## src/rtl/mcf_pkg.sv

```systemverilog
package mcf_pkg;
    localparam int unsigned MCF_DEF_READERS = 4;
    localparam int unsigned MCF_DEF_DEPTH   = 16;
    localparam int unsigned MCF_DEF_WIDTH   = 32;

    // width of a counter that must hold values 0..depth
    function automatic int unsigned mcf_cnt_w(input int unsigned depth);
        return $clog2(depth + 1);
    endfunction
endpackage

```

## src/rtl/mcf_store.sv

```systemverilog
module mcf_store #(
    parameter int unsigned N_CONS = 4,
    parameter int unsigned DEPTH  = 16,
    parameter int unsigned WIDTH  = 32,
    localparam int unsigned AW    = $clog2(DEPTH)
) (
    input  logic                    clk,
    input  logic                    rst_n,
    input  logic                    push_i,
    input  logic [WIDTH-1:0]        data_i,
    input  logic                    full_i,
    input  logic [N_CONS*AW-1:0]    rd_addr_i,
    output logic [N_CONS*WIDTH-1:0] rd_word_o,
    output logic [AW-1:0]           wptr_o,
    output logic                    acc_o,
    output logic                    ovf_o
);
    typedef struct packed {
        logic [DEPTH-1:0][WIDTH-1:0] mem;
        logic [AW-1:0]               wptr;
        logic                        ovf;
    } store_st_t;

    store_st_t s_d, s_q;
    logic      accept;

    always_comb begin
        s_d    = s_q;
        accept = push_i && !full_i;
        if (accept) begin
            s_d.mem[s_q.wptr] = data_i;
            s_d.wptr          = s_q.wptr + AW'(1);
        end
        if (push_i && full_i) begin
            s_d.ovf = 1'b1;
        end
    end

    always_ff @(posedge clk) begin
        if (!rst_n) s_q <= '0;
        else        s_q <= s_d;
    end

    for (genvar g = 0; g < N_CONS; g++) begin : g_rd
        assign rd_word_o[g*WIDTH +: WIDTH] = s_q.mem[rd_addr_i[g*AW +: AW]];
    end

    assign wptr_o = s_q.wptr;
    assign acc_o  = accept;
    assign ovf_o  = s_q.ovf;

    // a push into a full store leaves the write pointer and flags overflow
    assert_full_write_ignored_R4: assert property (@(posedge clk) disable iff (!rst_n)
        push_i && full_i |=> $stable(wptr_o) && ovf_o);

    // overflow is sticky
    assert_ovf_sticky_R4: assert property (@(posedge clk) disable iff (!rst_n)
        ovf_o |=> ovf_o);
endmodule

```

## src/rtl/mcf_port.sv

```systemverilog
module mcf_port #(
    parameter int unsigned DEPTH = 16,
    parameter int unsigned WIDTH = 32,
    localparam int unsigned AW   = $clog2(DEPTH),
    localparam int unsigned CW   = $clog2(DEPTH + 1)
) (
    input  logic             clk,
    input  logic             rst_n,
    input  logic             en_cur_i,
    input  logic             en_nxt_i,
    input  logic             wr_acc_i,
    input  logic [AW-1:0]    wptr_i,
    input  logic             pop_i,
    input  logic [WIDTH-1:0] word_i,
    output logic [AW-1:0]    rd_addr_o,
    output logic [CW-1:0]    avail_o,
    output logic             empty_o,
    output logic [WIDTH-1:0] data_o,
    output logic             valid_o,
    output logic             unf_o
);
    typedef struct packed {
        logic [AW-1:0]    ptr;
        logic [CW-1:0]    avail;
        logic [WIDTH-1:0] data;
        logic             valid;
        logic             unf;
    } port_st_t;

    port_st_t s_d, s_q;
    logic     take;

    always_comb begin
        s_d       = s_q;
        s_d.valid = 1'b0;
        take      = pop_i && en_cur_i && (s_q.avail != '0);
        if (pop_i && !take) begin
            s_d.unf = 1'b1;
        end
        if (take) begin
            s_d.data  = word_i;
            s_d.valid = 1'b1;
            s_d.ptr   = s_q.ptr + AW'(1);
        end
        if (!en_cur_i || !en_nxt_i) begin
            // out of the group: follow the writer, hold nothing
            s_d.ptr   = wptr_i + AW'(wr_acc_i);
            s_d.avail = '0;
        end else begin
            s_d.avail = s_q.avail + CW'(wr_acc_i) - CW'(take);
        end
    end

    always_ff @(posedge clk) begin
        if (!rst_n) s_q <= '0;
        else        s_q <= s_d;
    end

    assign rd_addr_o = s_q.ptr;
    assign avail_o   = s_q.avail;
    assign empty_o   = (s_q.avail == '0);
    assign data_o    = s_q.data;
    assign valid_o   = s_q.valid;
    assign unf_o     = s_q.unf;

    // pulling an empty view gives no data and flags underflow
    assert_pop_empty_R5: assert property (@(posedge clk) disable iff (!rst_n)
        pop_i && (avail_o == '0) |=> unf_o && !valid_o);

    // a legal pull delivers a word next cycle
    assert_pop_delivers_R3: assert property (@(posedge clk) disable iff (!rst_n)
        pop_i && en_cur_i && (avail_o != '0) |=> valid_o);

    // the count never exceeds the depth
    assert_count_bound_R2: assert property (@(posedge clk) disable iff (!rst_n)
        avail_o <= CW'(DEPTH));

    // leaving the group drops the count to zero
    assert_drop_on_disable_R8: assert property (@(posedge clk) disable iff (!rst_n)
        !en_nxt_i |=> avail_o == '0);
endmodule

```

## src/rtl/mcast_fifo.sv

```systemverilog
module mcast_fifo #(
    parameter int unsigned N_CONS = mcf_pkg::MCF_DEF_READERS,
    parameter int unsigned DEPTH  = mcf_pkg::MCF_DEF_DEPTH,
    parameter int unsigned WIDTH  = mcf_pkg::MCF_DEF_WIDTH,
    localparam int unsigned AW    = $clog2(DEPTH),
    localparam int unsigned CW    = mcf_pkg::mcf_cnt_w(DEPTH)
) (
    input  logic                    clk,
    input  logic                    rst_n,
    input  logic                    push_i,
    input  logic [WIDTH-1:0]        push_data_i,
    output logic                    full_o,
    output logic [CW-1:0]           free_o,
    output logic                    overflow_o,
    input  logic                    cfg_we_i,
    input  logic [N_CONS-1:0]       cfg_mask_i,
    output logic [N_CONS-1:0]       en_mask_o,
    input  logic [N_CONS-1:0]       pop_i,
    output logic [N_CONS*WIDTH-1:0] pop_data_o,
    output logic [N_CONS-1:0]       pop_valid_o,
    output logic [N_CONS*CW-1:0]    avail_o,
    output logic [N_CONS-1:0]       empty_o,
    output logic [N_CONS-1:0]       underflow_o
);
    typedef struct packed {
        logic [N_CONS-1:0] en;
    } top_st_t;

    top_st_t                 t_d, t_q;
    logic [CW-1:0]           avail_w [N_CONS];
    logic [CW-1:0]           worst;
    logic                    idle;
    logic                    wr_acc;
    logic [AW-1:0]           wptr;
    logic [N_CONS*AW-1:0]    rd_addr;
    logic [N_CONS*WIDTH-1:0] rd_word;

    // slowest enabled reader decides how much is held
    always_comb begin
        worst = '0;
        for (int i = 0; i < N_CONS; i++) begin
            if (t_q.en[i] && (avail_w[i] > worst)) worst = avail_w[i];
        end
    end

    assign idle   = (worst == '0);
    assign full_o = (worst == CW'(DEPTH));
    assign free_o = CW'(DEPTH) - worst;

    always_comb begin
        t_d = t_q;
        if (cfg_we_i) begin
            t_d.en = (t_q.en & cfg_mask_i) | (idle ? cfg_mask_i : '0);
        end
    end

    always_ff @(posedge clk) begin
        if (!rst_n) t_q <= '0;
        else        t_q <= t_d;
    end

    assign en_mask_o = t_q.en;

    mcf_store #(.N_CONS(N_CONS), .DEPTH(DEPTH), .WIDTH(WIDTH)) i_store (
        .clk       (clk),
        .rst_n     (rst_n),
        .push_i    (push_i),
        .data_i    (push_data_i),
        .full_i    (full_o),
        .rd_addr_i (rd_addr),
        .rd_word_o (rd_word),
        .wptr_o    (wptr),
        .acc_o     (wr_acc),
        .ovf_o     (overflow_o)
    );

    for (genvar g = 0; g < N_CONS; g++) begin : g_port
        mcf_port #(.DEPTH(DEPTH), .WIDTH(WIDTH)) i_port (
            .clk       (clk),
            .rst_n     (rst_n),
            .en_cur_i  (t_q.en[g]),
            .en_nxt_i  (t_d.en[g]),
            .wr_acc_i  (wr_acc),
            .wptr_i    (wptr),
            .pop_i     (pop_i[g]),
            .word_i    (rd_word[g*WIDTH +: WIDTH]),
            .rd_addr_o (rd_addr[g*AW +: AW]),
            .avail_o   (avail_w[g]),
            .empty_o   (empty_o[g]),
            .data_o    (pop_data_o[g*WIDTH +: WIDTH]),
            .valid_o   (pop_valid_o[g]),
            .unf_o     (underflow_o[g])
        );
        assign avail_o[g*CW +: CW] = avail_w[g];
    end

    // no reader joins while any enabled reader still has unread words
    assert_mask_set_idle_R7: assert property (@(posedge clk) disable iff (!rst_n)
        cfg_we_i && !idle |=> (en_mask_o & ~$past(en_mask_o)) == '0);
endmodule

```

## config.mk

```make
export PLATFORM = sky130hd
export DESIGN_NAME = mcast_fifo
export DESIGN_NICKNAME = d
export VERILOG_FILES = /design/src/rtl/mcf_pkg.sv /design/src/rtl/mcf_store.sv /design/src/rtl/mcf_port.sv /design/src/rtl/mcast_fifo.sv
export SDC_FILE = /design/constraint.sdc
export NUM_CORES = 2
export LEC_CHECK = 0
export ABC_AREA = 1
export BUFFER_PORTS_ARGS = -buffer_cell sky130_fd_sc_hd__buf_2
export CAP_MARGIN = 30
export CORE_MARGIN = 3
export CORE_UTILIZATION = 30
export DETAILED_ROUTE_END_ITERATION = 16
export PLACE_DENSITY = 0.46
export SLEW_MARGIN = 5
export SYNTH_ARGS = -nofsm -noshare
export SYNTH_HDL_FRONTEND = slang
export SYNTH_SLANG_ARGS = --single-unit
```

## constraint.sdc

```tcl
create_clock -name clk -period 16 [get_ports clk]
set_input_delay 0.8 -clock clk [delete_from_list [all_inputs] [get_ports clk]]
set_output_delay 0.8 -clock clk [all_outputs]
set_load 0.01 [all_outputs]
```

-- Word-level counts from Yosys, hierarchy flattened
Cells that the tools add are included.
- register bits: 693
- input bits: 44
- word-level logic and storage cells: 150
- add/sub/neg operators: 15
- $lt $le $gt $ge: 10
- equal/unequal tests: 1
- muxes and demuxes: 29
- bitwise operators: 3
- reductions and logical operators: 53
- operators with widths (operator ; count):
    $bmux 32 s4 ; 4
    $bwmux 512 ; 1
    $mux 32 ; 5
    $demux 32 s4 ; 1
    $mux 4 ; 10
    $logic_not 5->1 ; 5
    $lt 4x5->1 const B ; 5
    $add 4x1->4 const B ; 5
    $add 5x1->5 ; 4
    $mux 5 ; 4
    $reduce_bool 5->1 ; 4
    $sub 5x1->5 ; 4
    $logic_and 1x1->1 ; 19
    $gt 5x5->1 ; 3
    $logic_not 1->1 ; 13
    $reduce_bool 2->1 ; 4
    $reduce_or 2->1 ; 4
    $eq 5x5->1 const B ; 1
    $gt 5x1->1 const B ; 1
    $sub 5x5->5 const A ; 1
    $add 4x1->4 ; 1
    $and 4x4->4 ; 1
    $ge 4x1->1 const B ; 1
    $logic_or 1x1->1 ; 4
    other kinds (3) ; 6

-- Depth between registers and ports, before layout
- word-level depth: 19
- gate-level depth with buffers: 47
- gate-level depth less buffers: 47

-- Cells and area by module
Synthesis repeated with hierarchy kept, for this count alone.
- cells, all modules: 7803
- area total of the unflattened synthesis: 45760.1 um2
- by module, submodules not included (module ; times used ; cells each ; area each (um2)):
    mcf_store ; 1 ; 6698 ; 37464.7
    mcf_port ; 4 ; 235 ; 1819.2
    mcast_fifo ; 1 ; 165 ; 1018.5

-- Least setup slack after synthesis
OpenSTA, ideal clock, no wires.
- kind: reg2reg
- from: register g_port[0].i_port.s_q (netlist bit g_port[0].i_port.avail_o[2])
- to: register g_port[0].i_port.s_q (netlist bit g_port[0].i_port.avail_o[4])
- library setup time: 0.121 ns
- arrival time: 6.093 ns
- required time: 15.879 ns
- path slack: 9.786 ns
- stages on the path, launching flop included: 45
- period minus slack after synthesis: 6.214 ns
- cells stage by stage: dfxtp_1 inv_1 ha_1 nand3_1 nand2_1 nor2_1 inv_1 ha_1 nand2_2 nor2_4 nand2_2 nand3_4 nand2_4 o21ai_0 ha_1 inv_1 o21bai_1 nor2_2 [... 9 more ...] inv_1 nand2_1 nand2_2 ha_1 nand2_1 nor2_1 ha_1 nor2_1 inv_2 ha_1 inv_1 ha_1 fa_1 nand2_1 nand2_1 a21oi_1 nand2_1 nor3b_1
- RTL lines (what ; RTL line ; text):
    start, declared ; mcf_port.sv:30 ; port_st_t s_d, s_q;
    start signal, assigned ; mcf_port.sv:55 ; if (!rst_n) s_q <= '0;
    start signal, assigned ; mcf_port.sv:56 ; else s_q <= s_d;
    $gt 5x1->1 ; mcast_fifo.sv:42 ; if (t_q.en[i] && (avail_w[i] > worst)) worst = avail_w[i];
    $logic_and 1x1->1 ; mcast_fifo.sv:42 ;
    $mux 5 (*) ; mcast_fifo.sv:42 ;
    $gt 5x5->1 ; mcast_fifo.sv:42 ;
    $logic_and 1x1->1 ; mcast_fifo.sv:42 ;
    $mux 5 (*) ; mcast_fifo.sv:42 ;
    $gt 5x5->1 ; mcast_fifo.sv:42 ;
    $logic_and 1x1->1 ; mcast_fifo.sv:42 ;
    [... 3 more ...] ; -- ;
    $mux 5 (*) ; mcast_fifo.sv:42 ;
    $eq 5x5->1 (*) ; mcast_fifo.sv:47 ; assign full_o = (worst == CW'(DEPTH));
    net full_o ; mcast_fifo.sv:12 ; output logic full_o,
    $logic_not 1->1 (*) ; mcf_store.sv:29 ; accept = push_i && !full_i;
    $logic_and 1x1->1 (*) ; mcf_store.sv:29 ;
    net g_port[0].i_port.wr_acc_i ; mcf_port.sv:11 ; input logic wr_acc_i,
    $add 5x1->5 (*) ; mcf_port.sv:50 ; s_d.avail = s_q.avail + CW'(wr_acc_i) - CW'(take);
    $sub 5x1->5 (*) ; mcf_port.sv:50 ;
The timed path passes the listed nets; every way through them passes the cells marked *.
A chain may end at the register's enable or synchronous reset.

-- Worst setup path after layout
- from: register g_port[0].i_port.s_q (netlist bit g_port[0].i_port.avail_o[2])
- to: register i_store.s_q[492] (netlist name)
- word-level cells in the longest chain between the ends: 15
- ends and longest elaborated chain (what ; RTL line ; text):
    $gt 5x1->1 ; mcast_fifo.sv:42 ;
    $logic_and 1x1->1 ; mcast_fifo.sv:42 ;
    $mux 5 (*) ; mcast_fifo.sv:42 ;
    $gt 5x5->1 ; mcast_fifo.sv:42 ;
    $logic_and 1x1->1 ; mcast_fifo.sv:42 ;
    $mux 5 (*) ; mcast_fifo.sv:42 ;
    $gt 5x5->1 ; mcast_fifo.sv:42 ;
    $logic_and 1x1->1 ; mcast_fifo.sv:42 ;
    $mux 5 (*) ; mcast_fifo.sv:42 ;
    $gt 5x5->1 ; mcast_fifo.sv:42 ;
    $logic_and 1x1->1 ; mcast_fifo.sv:42 ;
    $mux 5 (*) ; mcast_fifo.sv:42 ;
    $eq 5x5->1 (*) ; mcast_fifo.sv:47 ;
    $logic_not 1->1 (*) ; mcf_store.sv:29 ;
    $logic_and 1x1->1 (*) ; mcf_store.sv:29 ;
    net g_port[0].i_port.wr_acc_i ; mcf_port.sv:11 ;
    end signal, assigned ; mcf_store.sv:40 ; if (!rst_n) s_q <= '0;
    end signal, assigned ; mcf_store.sv:41 ; else s_q <= s_d;
    end, declared ; mcf_store.sv:24 ; store_st_t s_d, s_q;
Marks and branches as above.

==> impl_results.md <==
- CP peak stage delay: 690 ps
- Pwr dens: about 120 mW/mm^2
- Tcrit/Tclk final: 0.4580
- Pin count of the biggest net entering global routing: approximately 190
- Worst Setup End Kind: register
- DRC: 0
- Leakage dissipation: 18.03 nW
- YS warnings: 0
- Hold_buf cts: 0
- Post-Syn Area: between 0.04 and 0.05 sq mm
- Most frequent cells in the layout: o21ai_0, nor2_1, a21oi_1
- Post-Syn Nets: ~6,800
- Number of post-CTS setup repair buffers: 0
- Initial antenna violation count: 16
- Worst Setup Path Type: register to register
- Post-route cell area: 0.04798 sq mm
- Placed standard-cell area: about 0.045 sq mm
- RSZ-0062 raised after global routing: no
- Final Max Slew Viols: 0
- Avg Cell Area, Syn: roughly 6.4 sq um
- Synthesis-to-finish area growth: 11.73%
- CTS tree: built
- Total number of vias: roughly 48,000
- Share of layout cells above drive strength 1: 0.08271
- Setup TNS: 0 ps
- Die H: between 300 and 400 microns
- First-pass GRT wire length: between 300,000 and 400,000 microns
- CP arrival: just under 8000 ps
- Deepest clock path buffer count: 3
- Num CTS Buffers: 89
- I/O pins: 215
- Final hold viol count: 0
- Num Clock Sinks: between 600 and 700
- Filler instances: ~15,000
- Ys flop type: dfxtp_1
- Die W: around 380 microns
- Distinct cells, synth: 38
- Worst-path fanout max: 32
- Critical Path Source Type: register
- Initial cell density of the core: 0.3029
- Core Rows: ~140
- Latest clock arrival within the worst-skew pair: about 710 ps
- WL/cell: roughly 25 microns
- Worst slew pin tran: about 1200 ps
- Slowest cell on crit path: inv_2
- Tmin final: between 7000 and 8000 ps
- Total of max-cap violations: 0
- Routability Congestion: slightly below 0.9
- Total global routing overflow: 0
- HP Class: input pin to register
- Mapped Cells: ~6,700
- Register area share after synthesis: 0.3231
- TritonRoute pass-1 iters: 6
- Outcome: finished, final reports clean
- Most common cell after layout, fill and taps aside: o21ai_0
- Ys async rst share: 0
- Vias in the first global route: about 44,000
- Number of synthesized flops with an enable pin: 0
- Worst EP required: ~17,000 ps
- Slew HR: 0.2208
- Fmax achieved: ~140 MHz
- Root Driver: clkbuf_16
- Via/cell ratio: roughly 5.7
- Clock skew: 39.99 ps
- Post-DP HPWL: 124,400 microns
- Worst vdd ir: 0.08569 mV
- Core box area: roughly 0.14 sq mm
- Drt total wl: 215,000 microns
- GRT Util Overall: 0.2800
- Initial drt markers: approximately 5,000
- Die Area: roughly 0.15 sq mm
- H-tree lvl count: 3
- Final Net Count: about 6,600
- Post_cts resized: 0
- I/O Buffers: about 210
- Count of final setup violators: 0
- Clk slew on worst S/H paths: ~60 ps
- FF+latch count, synth: a little under 700
- DRT antenna net count: 0
final cells by class:
type | instances | area (sq um) | share of cell area
Clock inverter | 33 | 550.5 | 0.01148
Clock buffer | 124 | 2519 | 0.05250
Tap cell | 1890 | 2365 | 0.04929
Antenna cell | 5 | 12.51 | 0.0002608
Inverter | 513 | 1966 | 0.04097
Timing Repair Buffer | 317 | 1977 | 0.04121
Sequential cell | 693 | 13920 | 0.2902
Multi-Input combinational cell | 4861 | 24670 | 0.5141
layer usage:
metal | global-route usage | wire length (microns) | vias to the layer above
met5 | 0 | 40 | -
li1 | - | - | 22770
met4 | 0.1216 | 9195 | 4
met3 | 0.04624 | 17720 | 474
met1 | 0.3810 | 94680 | 22600
met2 | 0.4349 | 93370 | 2502
registers in the layout, summed over array words and instances (netlist names), 4 cells and up:
register                 count
g_port.i_port.rd_addr_o     16
i_store.wptr_o               4
g_port.i_port.avail_o       20
g_port.i_port.unf_o          4
i_store.s_q                512
g_port.i_port.valid_o        4
g_port.i_port.data_o       128
en_mask_o                    4
through the flow:
stage	setup WS [ps]	utilization	instances	power [mW]	hold WS, ps
5_1_grt	8143	0.3384	8432	5.758	385.0
3_3_place_gp	8907	0.3153	8257	3.350	442.5
2_1_floorplan	9786	-	6726	2.768	438.0
6_report	8672	0.3384	8436	5.546	392.7
4_1_cts	8738	0.3379	8427	5.544	333.6
3_5_place_dp	8769	0.3163	8270	3.362	459.3
path summary, 6_finish.rpt:
kind | start | endpoint | slack, ps | depth (start not counted)
hold reg to reg | g_port[3].i_port.unf_o | g_port[3].i_port.unf_o | 470 | 2
setup / recovery | g_port[0].i_port.avail_o[2] | i_store.s_q[492] | 8670 | 41
hold / removal | push_i | i_store.ovf_o | 390 | 3
setup reg to reg | g_port[0].i_port.avail_o[2] | i_store.s_q[492] | 8670 | 41
worst max-delay path: cells and delay by family, from the launching register on:
kind | cells | cell delay, ps
fa+ha+maj | 6 | 1490
simple gates | 20 | 2150
compound gates | 6 | 1110
buf+inv | 9 | 2120
flops | 1 | 350
where the power goes:
part / switching (mW) / total [mW] / internal (mW)
logic: 1.13 / 1.49 / 0.368
clock network: 0.860 / 2.17 / 1.31
registers: 0.112 / 1.89 / 1.77
Yosys cell counts, types with 36 or more instances:
cell	n	share of area
nand2_1	463	0.040
nand3_1	36	0.0042
o32ai_1	128	0.026
a21oi_1	793	0.092
dfxtp_1	693	0.32
o21ai_0	1930	0.22
ha_1	49	0.014
nor2_1	988	0.086
inv_1	488	0.043
clkbuf_1	591	0.052
a211oi_1	387	0.068
cell families after synthesis:
logic type,synth area share
AOI/OAI and AO/OA,0.4162
and+or+nand+nor,0.1375
adders and majority gates,0.01614
buffers and inverters,0.1046
DFF,0.3231
xor gates and xnor gates,0.002448
Power figures use the tool's default switching activity.
